--- src/rtl/capcom_pkg.sv ---
package capcom_pkg;

  typedef enum logic [1:0] {
    EDGE_NONE = 2'd0,
    EDGE_RISE = 2'd1,
    EDGE_FALL = 2'd2,
    EDGE_ANY  = 2'd3
  } edge_sel_e;

  typedef enum logic [1:0] {
    CAPF_IDLE = 2'd0,
    CAPF_SET  = 2'd1,
    CAPF_OVER = 2'd2
  } capf_e;

  localparam logic [1:0] A_MODE = 2'd0;
  localparam logic [1:0] A_FLAG = 2'd1;
  localparam logic [1:0] A_CAPL = 2'd2;
  localparam logic [1:0] A_CAPH = 2'd3;

  localparam int B_OVF = 0;
  localparam int B_CAP = 1;
  localparam int B_CMP = 2;
  localparam int B_LAC = 3;
  localparam int B_FRC = 4;

  localparam int M_MSK_LO = 2;
  localparam int M_MSK_HI = 4;

  function automatic logic edge_match(edge_sel_e sel, logic now_v, logic before_v);
    case (sel)
      EDGE_RISE: return now_v & ~before_v;
      EDGE_FALL: return ~now_v & before_v;
      EDGE_ANY:  return now_v ^ before_v;
      default:   return 1'b0;
    endcase
  endfunction

  function automatic capf_e capf_step(capf_e cur, logic evt, logic ack);
    if (evt) return (cur == CAPF_IDLE) ? CAPF_SET : CAPF_OVER;
    if (ack) begin
      case (cur)
        CAPF_OVER: return CAPF_SET;
        default:   return CAPF_IDLE;
      endcase
    end
    return cur;
  endfunction

endpackage

--- src/rtl/capcom_insync.sv ---
module capcom_insync
  import capcom_pkg::*;
#(
  parameter int STAGES = 2
) (
  input  logic      clk,
  input  logic      rst_n,
  input  logic      pin_async,
  input  edge_sel_e sel,
  output logic      edge_seen
);
  logic [STAGES-1:0] chain;
  logic              last_q;

  genvar g;
  generate
    for (g = 0; g < STAGES; g++) begin : g_stage
      if (g == 0) begin : g_first
        always_ff @(posedge clk or negedge rst_n) begin
          if (!rst_n) chain[0] <= 1'b0;
          else        chain[0] <= pin_async;
        end
      end else begin : g_next
        always_ff @(posedge clk or negedge rst_n) begin
          if (!rst_n) chain[g] <= 1'b0;
          else        chain[g] <= chain[g-1];
        end
      end
    end
  endgenerate

  always_ff @(posedge clk or negedge rst_n) begin
    if (!rst_n) last_q <= 1'b0;
    else        last_q <= chain[STAGES-1];
  end

  assign edge_seen = edge_match(sel, chain[STAGES-1], last_q);
endmodule

--- src/rtl/capcom_capflag.sv ---
module capcom_capflag
  import capcom_pkg::*;
(
  input  logic  clk,
  input  logic  rst_n,
  input  logic  evt,
  input  logic  ack,
  output capf_e state,
  output logic  pending
);
  always_ff @(posedge clk or negedge rst_n) begin
    if (!rst_n) state <= CAPF_IDLE;
    else        state <= capf_step(state, evt, ack);
  end

  assign pending = (state != CAPF_IDLE);
endmodule

--- src/rtl/capcom_capreg.sv ---
module capcom_capreg #(
  parameter int BYTE_W = 8
) (
  input  logic                clk,
  input  logic                rst_n,
  input  logic                load,
  input  logic                force_ones,
  input  logic [2*BYTE_W-1:0] sample,
  input  logic                rd_low,
  input  logic                rd_high,
  output logic [2*BYTE_W-1:0] value,
  output logic [BYTE_W-1:0]   low_view,
  output logic [BYTE_W-1:0]   high_view
);
  localparam int WORD_W = 2 * BYTE_W;

  logic [BYTE_W-1:0] snap_q;
  logic              frozen_q;

  always_ff @(posedge clk or negedge rst_n) begin
    if (!rst_n)          value <= '0;
    else if (force_ones) value <= '1;
    else if (load)       value <= sample;
  end

  always_ff @(posedge clk or negedge rst_n) begin
    if (!rst_n) begin
      snap_q   <= '0;
      frozen_q <= 1'b0;
    end else if (rd_low) begin
      snap_q   <= value[WORD_W-1:BYTE_W];
      frozen_q <= 1'b1;
    end else if (rd_high) begin
      frozen_q <= 1'b0;
    end
  end

  assign low_view  = value[BYTE_W-1:0];
  assign high_view = frozen_q ? snap_q : value[WORD_W-1:BYTE_W];
endmodule

--- src/rtl/capcom_capture.sv ---
module capcom_capture
  import capcom_pkg::*;
#(
  parameter int BYTE_W      = 8,
  parameter int SYNC_STAGES = 2
) (
  input  logic                clk,
  input  logic                rst_n,
  input  logic                active,
  input  logic                cap_pin,
  input  logic [2*BYTE_W-1:0] cnt_value,
  input  logic                ovf_evt,
  input  logic                cmp_evt,
  input  logic [1:0]          reg_addr,
  input  logic                reg_wr,
  input  logic [BYTE_W-1:0]   reg_wdata,
  input  logic                reg_rd,
  output logic [BYTE_W-1:0]   reg_rdata,
  output logic                irq_comb,
  output logic                irq_cmp
);
  localparam int WORD_W = 2 * BYTE_W;
  localparam int NMASK  = M_MSK_HI - M_MSK_LO + 1;

  edge_sel_e         edge_mode;
  logic [NMASK-1:0]  mask_q;
  logic              lac_q, force_q, locked_q;
  logic              ovf_q, cmp_q, irq_cmp_q;

  logic              wr_mode, wr_flag;
  logic              ack_ovf, ack_cap, ack_cmp;
  logic              edge_seen, trig, ovf_hit, cmp_hit;
  logic              cap_pending, rd_low, rd_high;
  capf_e             cap_state;
  logic [WORD_W-1:0] cap_val;
  logic [BYTE_W-1:0] low_view, high_view;
  logic [NMASK-1:0]  flag_vec;

  assign wr_mode = reg_wr && (reg_addr == A_MODE);
  assign wr_flag = reg_wr && (reg_addr == A_FLAG);
  assign ack_ovf = wr_flag && reg_wdata[B_OVF];
  assign ack_cap = wr_flag && reg_wdata[B_CAP];
  assign ack_cmp = wr_flag && reg_wdata[B_CMP];
  assign rd_low  = reg_rd && (reg_addr == A_CAPL);
  assign rd_high = reg_rd && (reg_addr == A_CAPH);

  assign trig    = active && !locked_q && edge_seen;
  assign ovf_hit = active && ovf_evt;
  assign cmp_hit = active && cmp_evt;

  capcom_insync #(.STAGES(SYNC_STAGES)) u_sync (
    .clk       (clk),
    .rst_n     (rst_n),
    .pin_async (cap_pin),
    .sel       (edge_mode),
    .edge_seen (edge_seen)
  );

  capcom_capflag u_flag (
    .clk     (clk),
    .rst_n   (rst_n),
    .evt     (trig),
    .ack     (ack_cap),
    .state   (cap_state),
    .pending (cap_pending)
  );

  capcom_capreg #(.BYTE_W(BYTE_W)) u_creg (
    .clk        (clk),
    .rst_n      (rst_n),
    .load       (trig),
    .force_ones (force_q),
    .sample     (cnt_value),
    .rd_low     (rd_low),
    .rd_high    (rd_high),
    .value      (cap_val),
    .low_view   (low_view),
    .high_view  (high_view)
  );

  always_ff @(posedge clk or negedge rst_n) begin
    if (!rst_n) begin
      edge_mode <= EDGE_NONE;
      mask_q    <= '0;
    end else if (wr_mode) begin
      edge_mode <= edge_sel_e'(reg_wdata[1:0]);
      mask_q    <= reg_wdata[M_MSK_HI:M_MSK_LO];
    end
  end

  always_ff @(posedge clk or negedge rst_n) begin
    if (!rst_n) begin
      lac_q   <= 1'b0;
      force_q <= 1'b0;
    end else if (wr_flag) begin
      lac_q   <= reg_wdata[B_LAC];
      force_q <= reg_wdata[B_FRC];
    end
  end

  always_ff @(posedge clk or negedge rst_n) begin
    if (!rst_n)              locked_q <= 1'b0;
    else if (wr_mode)        locked_q <= 1'b0;
    else if (trig && lac_q)  locked_q <= 1'b1;
  end

  always_ff @(posedge clk or negedge rst_n) begin
    if (!rst_n) begin
      ovf_q     <= 1'b0;
      cmp_q     <= 1'b0;
      irq_cmp_q <= 1'b0;
    end else begin
      if (ovf_hit)      ovf_q <= 1'b1;
      else if (ack_ovf) ovf_q <= 1'b0;
      if (cmp_hit)      cmp_q <= 1'b1;
      else if (ack_cmp) cmp_q <= 1'b0;
      irq_cmp_q <= cmp_hit;
    end
  end

  assign flag_vec = {cmp_q, cap_pending, ovf_q};
  assign irq_comb = |(flag_vec & mask_q);
  assign irq_cmp  = irq_cmp_q;

  always_comb begin
    reg_rdata = '0;
    case (reg_addr)
      A_MODE: begin
        reg_rdata[1:0]               = edge_mode;
        reg_rdata[M_MSK_HI:M_MSK_LO] = mask_q;
      end
      A_FLAG: begin
        reg_rdata[B_OVF] = ovf_q;
        reg_rdata[B_CAP] = cap_pending;
        reg_rdata[B_CMP] = cmp_q;
        reg_rdata[B_LAC] = lac_q;
        reg_rdata[B_FRC] = force_q;
      end
      A_CAPL:  reg_rdata = low_view;
      default: reg_rdata = high_view;
    endcase
  end
endmodule

--- config.mk ---
export PLATFORM = sky130hd
export DESIGN_NAME = capcom_capture
export DESIGN_NICKNAME = d
export VERILOG_FILES = /design/src/rtl/capcom_pkg.sv /design/src/rtl/capcom_insync.sv /design/src/rtl/capcom_capflag.sv /design/src/rtl/capcom_capreg.sv /design/src/rtl/capcom_capture.sv
export SDC_FILE = /design/constraint.sdc
export NUM_CORES = 1
export LEC_CHECK = 0
export ABC_AREA = 1
export BUFFER_PORTS_ARGS = -buffer_cell sky130_fd_sc_hd__buf_2
export CAP_MARGIN = 40
export CORE_ASPECT_RATIO = 1.4
export CORE_MARGIN = 2
export CORE_UTILIZATION = 30
export DETAILED_ROUTE_END_ITERATION = 6
export GPL_TIMING_DRIVEN = 0
export PLACE_DENSITY = 0.52
export SYNTH_ARGS = -nofsm -noshare
export SYNTH_HDL_FRONTEND = slang
export SYNTH_HIERARCHICAL = 1
export SYNTH_SLANG_ARGS = --single-unit
--- constraint.sdc ---
create_clock -name clk -period 2.1 [get_ports clk]
set_input_delay 0.525 -clock clk [delete_from_list [all_inputs] [get_ports clk]]
set_output_delay 0.525 -clock clk [all_outputs]
set_load 0.005 [all_outputs]
Word level (Yosys, flattened, before mapping)
Index checks and enable logic that the tools add are counted.
{ "classes": {"n_eq_ne": 7, "muxes": 23, "n_bitwise": 6, "n_reduce_logical": 24} }
{ "ops": {"columns": ["operator", "n"], "rows": [
  ["$mux W16", 2],
  ["$pmux W5 S3", 1],
  ["$reduce_bool A2 Y1", 7],
  ["$logic_and A1 B1 Y1", 12],
  ["$mux W1", 12],
  ["$eq A2 B2 Y1 const B", 5],
  ["$mux W2", 5],
  ["$mux W8", 1],
  ["$pmux W3 S2", 1],
  ["$eq A2 B1 Y1 const B", 2],
  ["$logic_not A2 Y1", 2],
  ["$and A3 B3 Y3", 1],
  ["$pmux W1 S3", 1],
  ["$reduce_or A3 Y1", 1],
  ["$and A1 B1 Y1", 2],
  ["$not A1 Y1", 2],
  ["$reduce_or A2 Y1", 1],
  ["$logic_not A1 Y1", 1],
  ["$xor A1 B1 Y1", 1]
]} }
{ "word_totals": {"ff_bits": 41, "in_bits": 34, "output_inout_bits": 10, "wordCells": 75} }

Logic depth before layout (Yosys ltp)
Gate-level depths: netlist of run 1.
{ "depth": {"word_depth": 8, "depth_mapped": 12, "ltp_nobuf": 12} }

Hierarchy
Netlist of run 1, hierarchy kept.
{ "by_module_without_submodules": {"columns": ["mod", "instances", "cells_per_inst", "area_each_um2", "seq_area_each_um2"], "rows": [
  ["capcom_capreg", 1, 131, 1183.6, 625.6],
  ["capcom_capture", 1, 96, 724.4, 275.3],
  ["capcom_insync", 1, 14, 138.9, 75.1],
  ["capcom_capflag", 1, 15, 112.6, 50.0]
]} }

Worst setup path after synthesis of run 1
OpenSTA, ideal clock, no wires.
{ "synth_path": {"kind": "in2reg", "startpoint": "input reg_addr[0]", "endpoint": "register u_creg.snap_q[6]", "setup_ns": 0.127, "arrival_ns": 1.519, "t_required_ns": 1.973, "path_slack_ns": 0.454, "stages": 5, "n_path_buf": 3, "cell_sequence": "buf_6 buf_6 nor3_1 buf_4 o21ai_0"} }
{ "synth_via": {"elab_chain_len": 2} }
{ "synth_rtl": {"columns": ["element", "line_no", "source"], "rows": [
  ["start, declared", "capcom_capture.sv:14", "input logic [1:0] reg_addr,"],
  ["$eq A2 B2 Y1", "capcom_capture.sv:44", "assign rd_low = reg_rd && (reg_addr == A_CAPL);"],
  ["$logic_and A1 B1 Y1", "capcom_capture.sv:44", null],
  ["named net rd_low", "capcom_capture.sv:33", "logic cap_pending, rd_low, rd_high;"],
  ["end signal, assigned", "capcom_capreg.sv:31", "snap_q <= value[WORD_W-1:BYTE_W];"],
  ["end, declared", "capcom_capreg.sv:17", "logic [BYTE_W-1:0] snap_q;"]
]} }
The timed path passes the listed nets, and every way through them passes these cells.
A chain may end at the register's enable or synchronous reset.

Worst setup path after layout of run 1
{ "layout_path": {"startpoint": "register u_creg.frozen_q", "endpoint": "output reg_rdata[0]"} }
{ "layout_via": {"elab_chain_len": 2} }
{ "layout_rtl": {"columns": ["element", "line_no", "source"], "rows": [
  ["start, declared", "capcom_capreg.sv:18", "logic frozen_q;"],
  ["start signal, assigned", "capcom_capreg.sv:29", "frozen_q <= 1'b0;"],
  ["start signal, assigned", "capcom_capreg.sv:32", "frozen_q <= 1'b1;"],
  ["start signal, assigned", "capcom_capreg.sv:34", "frozen_q <= 1'b0;"],
  ["$mux W8", "capcom_capreg.sv:39", "assign high_view = frozen_q ? snap_q : value[WORD_W-1:BYTE_W];"],
  ["named net high_view[0]", "capcom_capture.sv:36", "logic [BYTE_W-1:0] low_view, high_view;"],
  ["$pmux W5 S3", "capcom_capture.sv:127", "case (reg_addr)"],
  ["end, declared", "capcom_capture.sv:18", "output logic [BYTE_W-1:0] reg_rdata,"]
]} }
The timed path passes the listed nets, and every way through them passes these cells.

==> flow_summary.toml, run 1 <==
[die]
top_level_ports = 44
die_h_um = 103
die_w_um = 74.7
fp-row-count = 36
dieArea_sq_um = 7690
coreArea_sq_um = 6890
start_util_pct = 30.5

[cells_and_area]
nNetsFinal = 330
syn2layout_area_growth_pct = 21.2
post_route_cells_drive_above_1_share_pct = 28.2
n_fill_cell = 759
n_antenna_cell = 0

[detailed_routing]
first_pass_iters = 4
vias = 1779
drcViolationCount = 0
viasPerCell = 4.57
wl_per_cell_um = 12.8
antenna_left = 0
drt_wl_total_um = 4970
drt_iter0_drc = 56

[power]
cellPowerDensity_nw_per_um2 = 906
p_leak_nw = 1.29
ir_drop_uv = 377

[grt]
grt_max_degree = 22
grt.total_usage_pct = 14.3
overflow = 0
grt_pass1_wl_um = 8340
antenna_found_initial = 0
grt_pass1_vias = 1699

[worst_setup_path]
r2r_slack_ps = 260
cp.required_ps = 1570
startpoint = "u_creg/frozen_q"
slowest_stage = "dfrtp_1"
crit_cells = 7
critPathMaxStageDelay_ps = 380
path_cells = "inv_2 -> buf_6 -> nand2_1 -> o21ai_0 -> nand3_1 -> nand4_1 -> buf_2"
rr_startpoint = "u_sync/chain[1]"
crit_fanout = 10
start_kind = "register"
critPathCaptureType = "output port"
timing.rr.end = "u_creg/value[3]"
critPathKind = "reg -> out"
rr_worst_depth = 11
cp_top_family = "buffers and inverters"
critPathBufInv = 3
worstPathArrival_ps = 1460
cp-endpoint = "reg_rdata[0]"

[cts]
clock_latency_ps = 290
cts_buffer_depth = 2
cts_tree = "yes"
hold_buffers = 0
cts_sinks = 41
cts_made_buffers = 5
h-tree-depth = 2
post_cts_buffers = 0
path_clk_slew_ps = 80
clockRootBuffer = "clkbuf_8"

[worst_hold_path]
hold_class = "in -> async"

[synthesis]
syn_nets = 284
ys_warn_count = 6
avgSynthCellArea_sq_um = 8.47
synth.cell_area_sq_um = 2100
syn_inst = 248

[timing]
finClkSkew_ps = 8.12
relSlewSlack_pct = 41.1
final_max_slew_viol_count = 0
timing.final.crit_share_pct = 94.4
setup_ws_ps = 117
clock.fmax_mhz = 504
hold_viol = 0
grt_setup_unrepaired = "false"
finalSetupTns_ps = 0
layout_min_cycle_time_ps = 1980
worst_pin_slew_ps = 876
finalSetupViolations = 0

[place]
dp_slack_ps = 81.3
hpwlAfterDp_um = 3830
port_buffers = 38
gp_congestion = 0.764

[flow_run]
cap_violations = 0

[run_status]
status = "complete, no violations"
-- layout by cell type, fill, tap and decap left out, drive strengths merged --
cell type	instances
o21bai	2
nand3	29
bufinv	1
nand4	8
a21oi	16
ha	2
o21ai	22
inv	28
buf	49
nor3	2
nand2	84
dfrtp	41
clkinv	1
nor2	4
clkbuf	5
-- per-stage QoR --
| step | std cells | utilization [%] | area [sq um] | power, mW | hold slack (ps) |
|---|---|---|---|---|---|
| after floorplan | 248 | - | 2100 | 1.48 | 229 |
| after global placement | 381 | 34.9 | 2410 | 1.69 | 337 |
| after detailed placement | 382 | 35.3 | 2440 | 1.71 | 343 |
| after CTS | 389 | 36.9 | 2540 | 2.33 | 221 |
| after global routing | 389 | 36.9 | 2540 | 2.47 | 240 |
| final | 389 | 36.9 | 2540 | 2.30 | 203 |
-- metal layers --
layer	share of wire [%]	track usage (%)	vias to the layer above
met4	0.99	4.12	0
met5	0	0	-
met3	5.2	3.03	4
met1	45	19.1	833
li1	-	-	892
met2	48	23.1	50
-- worst min-delay path by stage --
stage                            end  slack [ps]  cells past startpoint
floorplan                      cmp_q         230                      0
global placement     u_sync/chain[1]         340                      0
detailed placement   u_sync/chain[1]         340                      0
CTS                 u_creg/snap_q[1]         220                      1
global route        u_creg/snap_q[1]         240                      1
finish              u_creg/snap_q[1]         200                      1
-- report_power, final --
| part | switching, mW | internal (mW) | total (mW) |
|---|---|---|---|
| combinational | 0.365 | 0.255 | 0.619 |
| clock | 0.274 | 0.346 | 0.620 |
| sequential | 0.104 | 0.961 | 1.06 |
-- final cells by class --
cell class                 instances  area [sq um]  area share, %
buffer                            10           109           4.28
clock buffer                       5          68.8           2.71
clock inverter                     2          35.0           1.38
inverter                          28           108           4.23
multi-input combinational        169           861           33.8
sequential                        41          1030           40.3
tap                               95           119           4.67
timing repair buffer              39           218           8.56
-- state kept, by name, indices dropped and copies added, names as in the netlist, 2 cells and up --
| signal | flops |
|---|---|
| mask_q | 3 |
| u_flag/state | 2 |
| u_sync/chain | 2 |
| u_creg/snap_q | 8 |
| u_creg/value | 16 |
| edge_mode | 2 |
-- what timing repair did --
action	CTS	global route
resized for setup	1	1
endpoints found under the setup margin	2	5
endpoints found under the hold margin	0	0
No activity file was read; power rests on OpenSTA's default activity.
==> inputs of run 2 (changes only) <==
==> constraint.sdc (replaced) <==
create_clock -name clk -period 2.1 [get_ports clk]
set_input_delay 0.105 -clock clk [delete_from_list [all_inputs] [get_ports clk]]
set_output_delay 0.105 -clock clk [all_outputs]
set_load 0.005 [all_outputs]
==> flow_summary.toml, run 2 (synthesis gave the netlist of run 1 again) <==
[detailed_routing]
drcViolationCount = 0
antenna_left = 0
drt_wl_total_um = 4980
wl_per_cell_um = 12.7
vias = 1786
drt_iter0_drc = 56
viasPerCell = 4.57
first_pass_iters = 4

[place]
place_area_sq_um = 2440
dp_slack_ps = 273
port_buffers = 38
dp.cells = 382
hpwlAfterDp_um = 3830
gp_congestion = 0.764

[cells_and_area]
largest_register_ffs = 16
final_cell_mix = "81 x nand2_1, 41 x dfrtp_1, 38 x buf_2"
regArea_sq_um = 1030
n_fill_cell = 759
largest_register = "u_creg/value"
n_antenna_cell = 0
final_util_pct = 37.1
syn2layout_area_growth_pct = 21.9
nNetsFinal = 332
final_cell_area_sq_um = 2560
post_route_cells_drive_above_1_share_pct = 27.7
stdcell_count = 391
multi_input_area_sq_um = 861
final_common_cell = "nand2_1"
largestRegisters = "u_creg/value: 16 flops, u_creg/snap_q: 8 flops, mask_q: 3 flops"

[worst_setup_path]
crit_fanout = 10
worstPathArrival_ps = 2070
cp.required_ps = 2330
critPathCaptureType = "register"
critPathKind = "reg -> reg"
critPathMaxStageDelay_ps = 380
path_cells = "inv_1 -> ha_1 -> inv_1 -> nand3_1 -> nand3_1 -> nand2_1 -> nor2_1 -> buf_6 -> buf_8 -> a21oi_2 -> nand2_1"
start_kind = "register"
slowest_stage = "dfrtp_1"

[run_status]
status = "complete, no violations"

[timing]
relSlewSlack_pct = 41.7
finalSetupViolations = 0
finalSetupTns_ps = 0
clock.fmax_mhz = 544
setup_ws_ps = 263
final_max_slew_viol_count = 0
hold_viol = 0
timing.final.crit_share_pct = 87.5
finClkSkew_ps = 7.93
worst_pin_slew_ps = 868
grt_setup_unrepaired = "false"
layout_min_cycle_time_ps = 1840

[flow_run]
cap_violations = 0

[grt]
grt_pass1_vias = 1702
overflow = 0
grt_pass1_wl_um = 8350
antenna_found_initial = 0
grt_max_degree = 22
grt.total_usage_pct = 14.3

[cts]
cts_tree = "yes"
cts_buffer_depth = 2
cts_sinks = 41
clockRootBuffer = "clkbuf_8"
cts_made_buffers = 5
h-tree-depth = 2
clock_latency_ps = 290
path_clk_slew_ps = 80

[die]
start_util_pct = 30.5
top_level_ports = 44
dieArea_sq_um = 7690
die_w_um = 74.7
coreArea_sq_um = 6890
fp-row-count = 36
die_h_um = 103

[power]
cellPowerDensity_nw_per_um2 = 900
p_leak_nw = 1.30
ir_drop_uv = 377

[worst_hold_path]
hold_class = "in -> reg"
==> run 2: changes by cell type in the layout (fill, tap and decap cells not counted) <==
cell | previous run | this run
inv_1 | 20 | 21
buf_4 | 2 | 3
dlygate4sd3_1 | 0 | 2
inv_2 | 7 | 6
buf_6 | 7 | 6
==> run 2: layout make-up <==
class                   count  share of cell area [%]
plain buffers              10                    4.11
clock buffers               5                    2.69
clock inverters             2                    1.37
inverters                  28                    4.20
multi-input cells         169                    33.6
flip-flops and latches     41                    40.1
well taps                  95                    4.64
repair buffers             41                    9.29
==> run 2: report_power, final <==
group / total, mW / leakage, nW / internal (mW) / switching [mW]
logic: 0.619 / 0.778 / 0.255 / 0.365
registers: 1.06 / 0.464 / 0.961 / 0.103
clock network: 0.619 / 0.0540 / 0.346 / 0.273
==> run 2: stage by stage <==
step / total power [mW] / hold slack [ps]
after detailed placement: 1.71 / 119
after global routing: 2.47 / 1.91
after global placement: 1.69 / 215
after floorplan: 1.48 / -191
final: 2.30 / 5.67
after CTS: 2.33 / 3.39
==> run 2: timing repair <==
| item | in CTS | in global routing |
|---|---|---|
| gates resized for setup | 0 | 0 |
| buffers inserted | 0 | 0 |
| hold endpoints to repair | 21 | 0 |
| setup endpoints to repair | 0 | 0 |
| hold buffers | 2 | 0 |
==> run 2: worst max-delay path, delay by kind of cell (launching register included) <==
kind	cells	cell delay, ps
and+or+nand+nor	5	560
buffers and inverters	4	490
DFF	1	380
adders and majority gates	1	280
AOI/OAI and AO/OA	1	60
==> run 2: worst paths after layout <==
| kind | startpoint | to | slack (ps) | cells after the start |
|---|---|---|---|---|
| worst min-delay path | cnt_value[9] | u_creg/value[9] | 6 | 3 |
| worst max-delay path | u_sync/chain[1] | u_creg/value[3] | 260 | 11 |
| min in group asynchronous | rst_n | u_creg/snap_q[1] | 330 | 2 |
| worst min register to register | u_sync/chain[0] | u_sync/chain[1] | 360 | 0 |
| max in group asynchronous | rst_n | u_creg/value[5] | 1280 | 3 |
| worst max register to register | u_sync/chain[1] | u_creg/value[3] | 260 | 11 |
==> run 2: metal layers <==
| layer | vias up | global-route usage, % | wire length (um) |
|---|---|---|---|
| met2 | 48 | 23.1 | 2410 |
| met5 | - | 0 | 0 |
| li1 | 896 | - | - |
| met1 | 838 | 19.2 | 2290 |
| met4 | 0 | 4.12 | 49 |
| met3 | 4 | 2.93 | 232 |
==> inputs of run 3 (changes only) <==
Settings changed: ABC_AREA 1 to not set.
==> flow_summary.toml, run 3 <==
[run_status]
status = "complete, no violations"

[worst_hold_path]
min_to = "u_creg/value[12]"
hold_class = "in -> reg"
hold_depth = 2
hp-start = "cnt_value[12]"

[grt]
use_met2_pct = 22.7
antenna_found_initial = 0
grt_max_degree = 36
grt_pass1_wl_um = 7260
grt_pass1_vias = 1362
met3_usage_pct = 3.70
overflow = 0
grt.total_usage_pct = 13.2
grt_use_met1_pct = 16.1
grt-busiest-layer = "met2"

[synthesis]
avgSynthCellArea_sq_um = 13.2
synth.cell_area_sq_um = 2020
syn_nets = 189
ys_warn_count = 6
syn_inst = 153

[worst_setup_path]
critPathCaptureType = "output port"
critPathKind = "reg -> out"
timing.rr.end = "u_creg/value[1]"
crit_fanout = 9
cp.required_ps = 2000
worstPathArrival_ps = 1880
rr_startpoint = "u_sync/chain[1]"
rr_worst_depth = 11
r2r_slack_ps = 140
start_kind = "register"

[power]
p_leak_nw = 1.06
cellPowerDensity_nw_per_um2 = 856
ir_drop_uv = 317

[place]
hpwlAfterDp_um = 3380
gp_congestion = 0.712
port_buffers = 40
place_area_sq_um = 2330

[cells_and_area]
final_common_cell = "buf_2"
largestRegisters = "u_creg/value: 16 flops, u_creg/snap_q: 8 flops, mask_q: 3 flops"
final_util_pct = 38.7
largest_register_ffs = 16
n_antenna_cell = 0
syn2layout_area_growth_pct = 26.2
final_cell_area_sq_um = 2540
n_fill_cell = 651
nNetsFinal = 247
post_route_cells_drive_above_1_share_pct = 44.5
largest_register = "u_creg/value"
final_cell_mix = "44 x buf_2, 41 x dfrtp_1, 23 x nor2b_1"

[detailed_routing]
drt_wl_total_um = 4770
first_pass_iters = 6
antenna_left = 0
drt_iter0_drc = 97
drcViolationCount = 0
vias = 1423
wl_per_cell_um = 16.7
viasPerCell = 4.99

[timing]
final_max_slew_viol_count = 0
hold_viol = 0
timing.final.crit_share_pct = 94.7
relSlewSlack_pct = 71.7
layout_min_cycle_time_ps = 1990
finClkSkew_ps = 6.23
finalSetupViolations = 0
worst_pin_slew_ps = 424
clock.fmax_mhz = 503

[die]
top_level_ports = 44
die_w_um = 73.3
die_h_um = 101
coreArea_sq_um = 6570
dieArea_sq_um = 7400
fp-row-count = 35
start_util_pct = 30.7

[cts]
cts_sinks = 41
cts_tree = "yes"
path_clk_slew_ps = 80
cts_buffer_depth = 2
clockRootBuffer = "clkbuf_8"
clock_latency_ps = 290
h-tree-depth = 2
cts_made_buffers = 5

[flow_run]
cap_violations = 0
==> run 3: timing repair <==
| action | in CTS | in global routing |
|---|---|---|
| buffers inserted | 0 | 7 |
| endpoints found under the hold margin | 42 | 0 |
| hold buffers | 2 | 0 |
| setup endpoints to repair | 16 | 14 |
| gates resized for setup | 2 | 3 |
| pin swaps | 0 | 3 |
| gates cloned | 0 | 1 |
==> run 3: area by class of cell <==
class                           count  area, sq um  area share (%)
Sequential cell                    41         1030            40.3
Multi-Input combinational cell     97          911            35.8
Timing Repair Buffer               51          330            13.0
Tap cell                           74         92.6            3.64
Clock buffer                        7         86.3            3.39
Buffer                              9         76.3            3.00
Inverter                            6         22.5           0.885
==> run 3: worst max path at each step <==
stage | endpoint | slack, ps | from
floorplan | u_creg/value[1] | 130 | u_sync/chain[1]
global placement | u_creg/value[4] | -230 | u_sync/chain[1]
detailed placement | u_creg/value[0] | -250 | u_sync/chain[1]
CTS | u_creg/value[2] | 40 | u_sync/chain[1]
global route | u_creg/value[9] | -6 | u_sync/chain[1]
finish | reg_rdata[1] | 110 | u_creg/frozen_q
==> run 3: through the flow <==
step	setup TNS (ps)	hold WS [ps]	setup WS, ps	total power [mW]	cells
2_1_floorplan	0	-191	135	1.41	153
3_3_place_gp	-2850	214	-227	1.60	267
3_5_place_dp	-3160	-40.4	-254	1.62	268
4_1_cts	0	11.5	38.4	2.15	277
5_1_grt	-5.85	12.0	-5.85	2.32	285
6_report	0	15.4	111	2.18	285
==> run 3: metal layers <==
layer,vias up,share of wire [%]
met5,-,0
met4,0,0.97
met1,720,42
li1,667,-
met2,32,53
met3,4,4.4
==> run 3: power breakdown <==
| group | total, mW | internal [mW] | switching (mW) |
|---|---|---|---|
| Sequential | 1.04 | 0.945 | 0.0987 |
| Combinational | 0.614 | 0.359 | 0.255 |
| Clock | 0.521 | 0.261 | 0.260 |
| Total | 2.18 | 1.56 | 0.613 |
==> run 3: critical path, cell delays in order, from the launching register on <==
cell	delay, ps
dfrtp_1	320
buf_2	250
mux2_2	380
mux4_1	510
buf_2	150
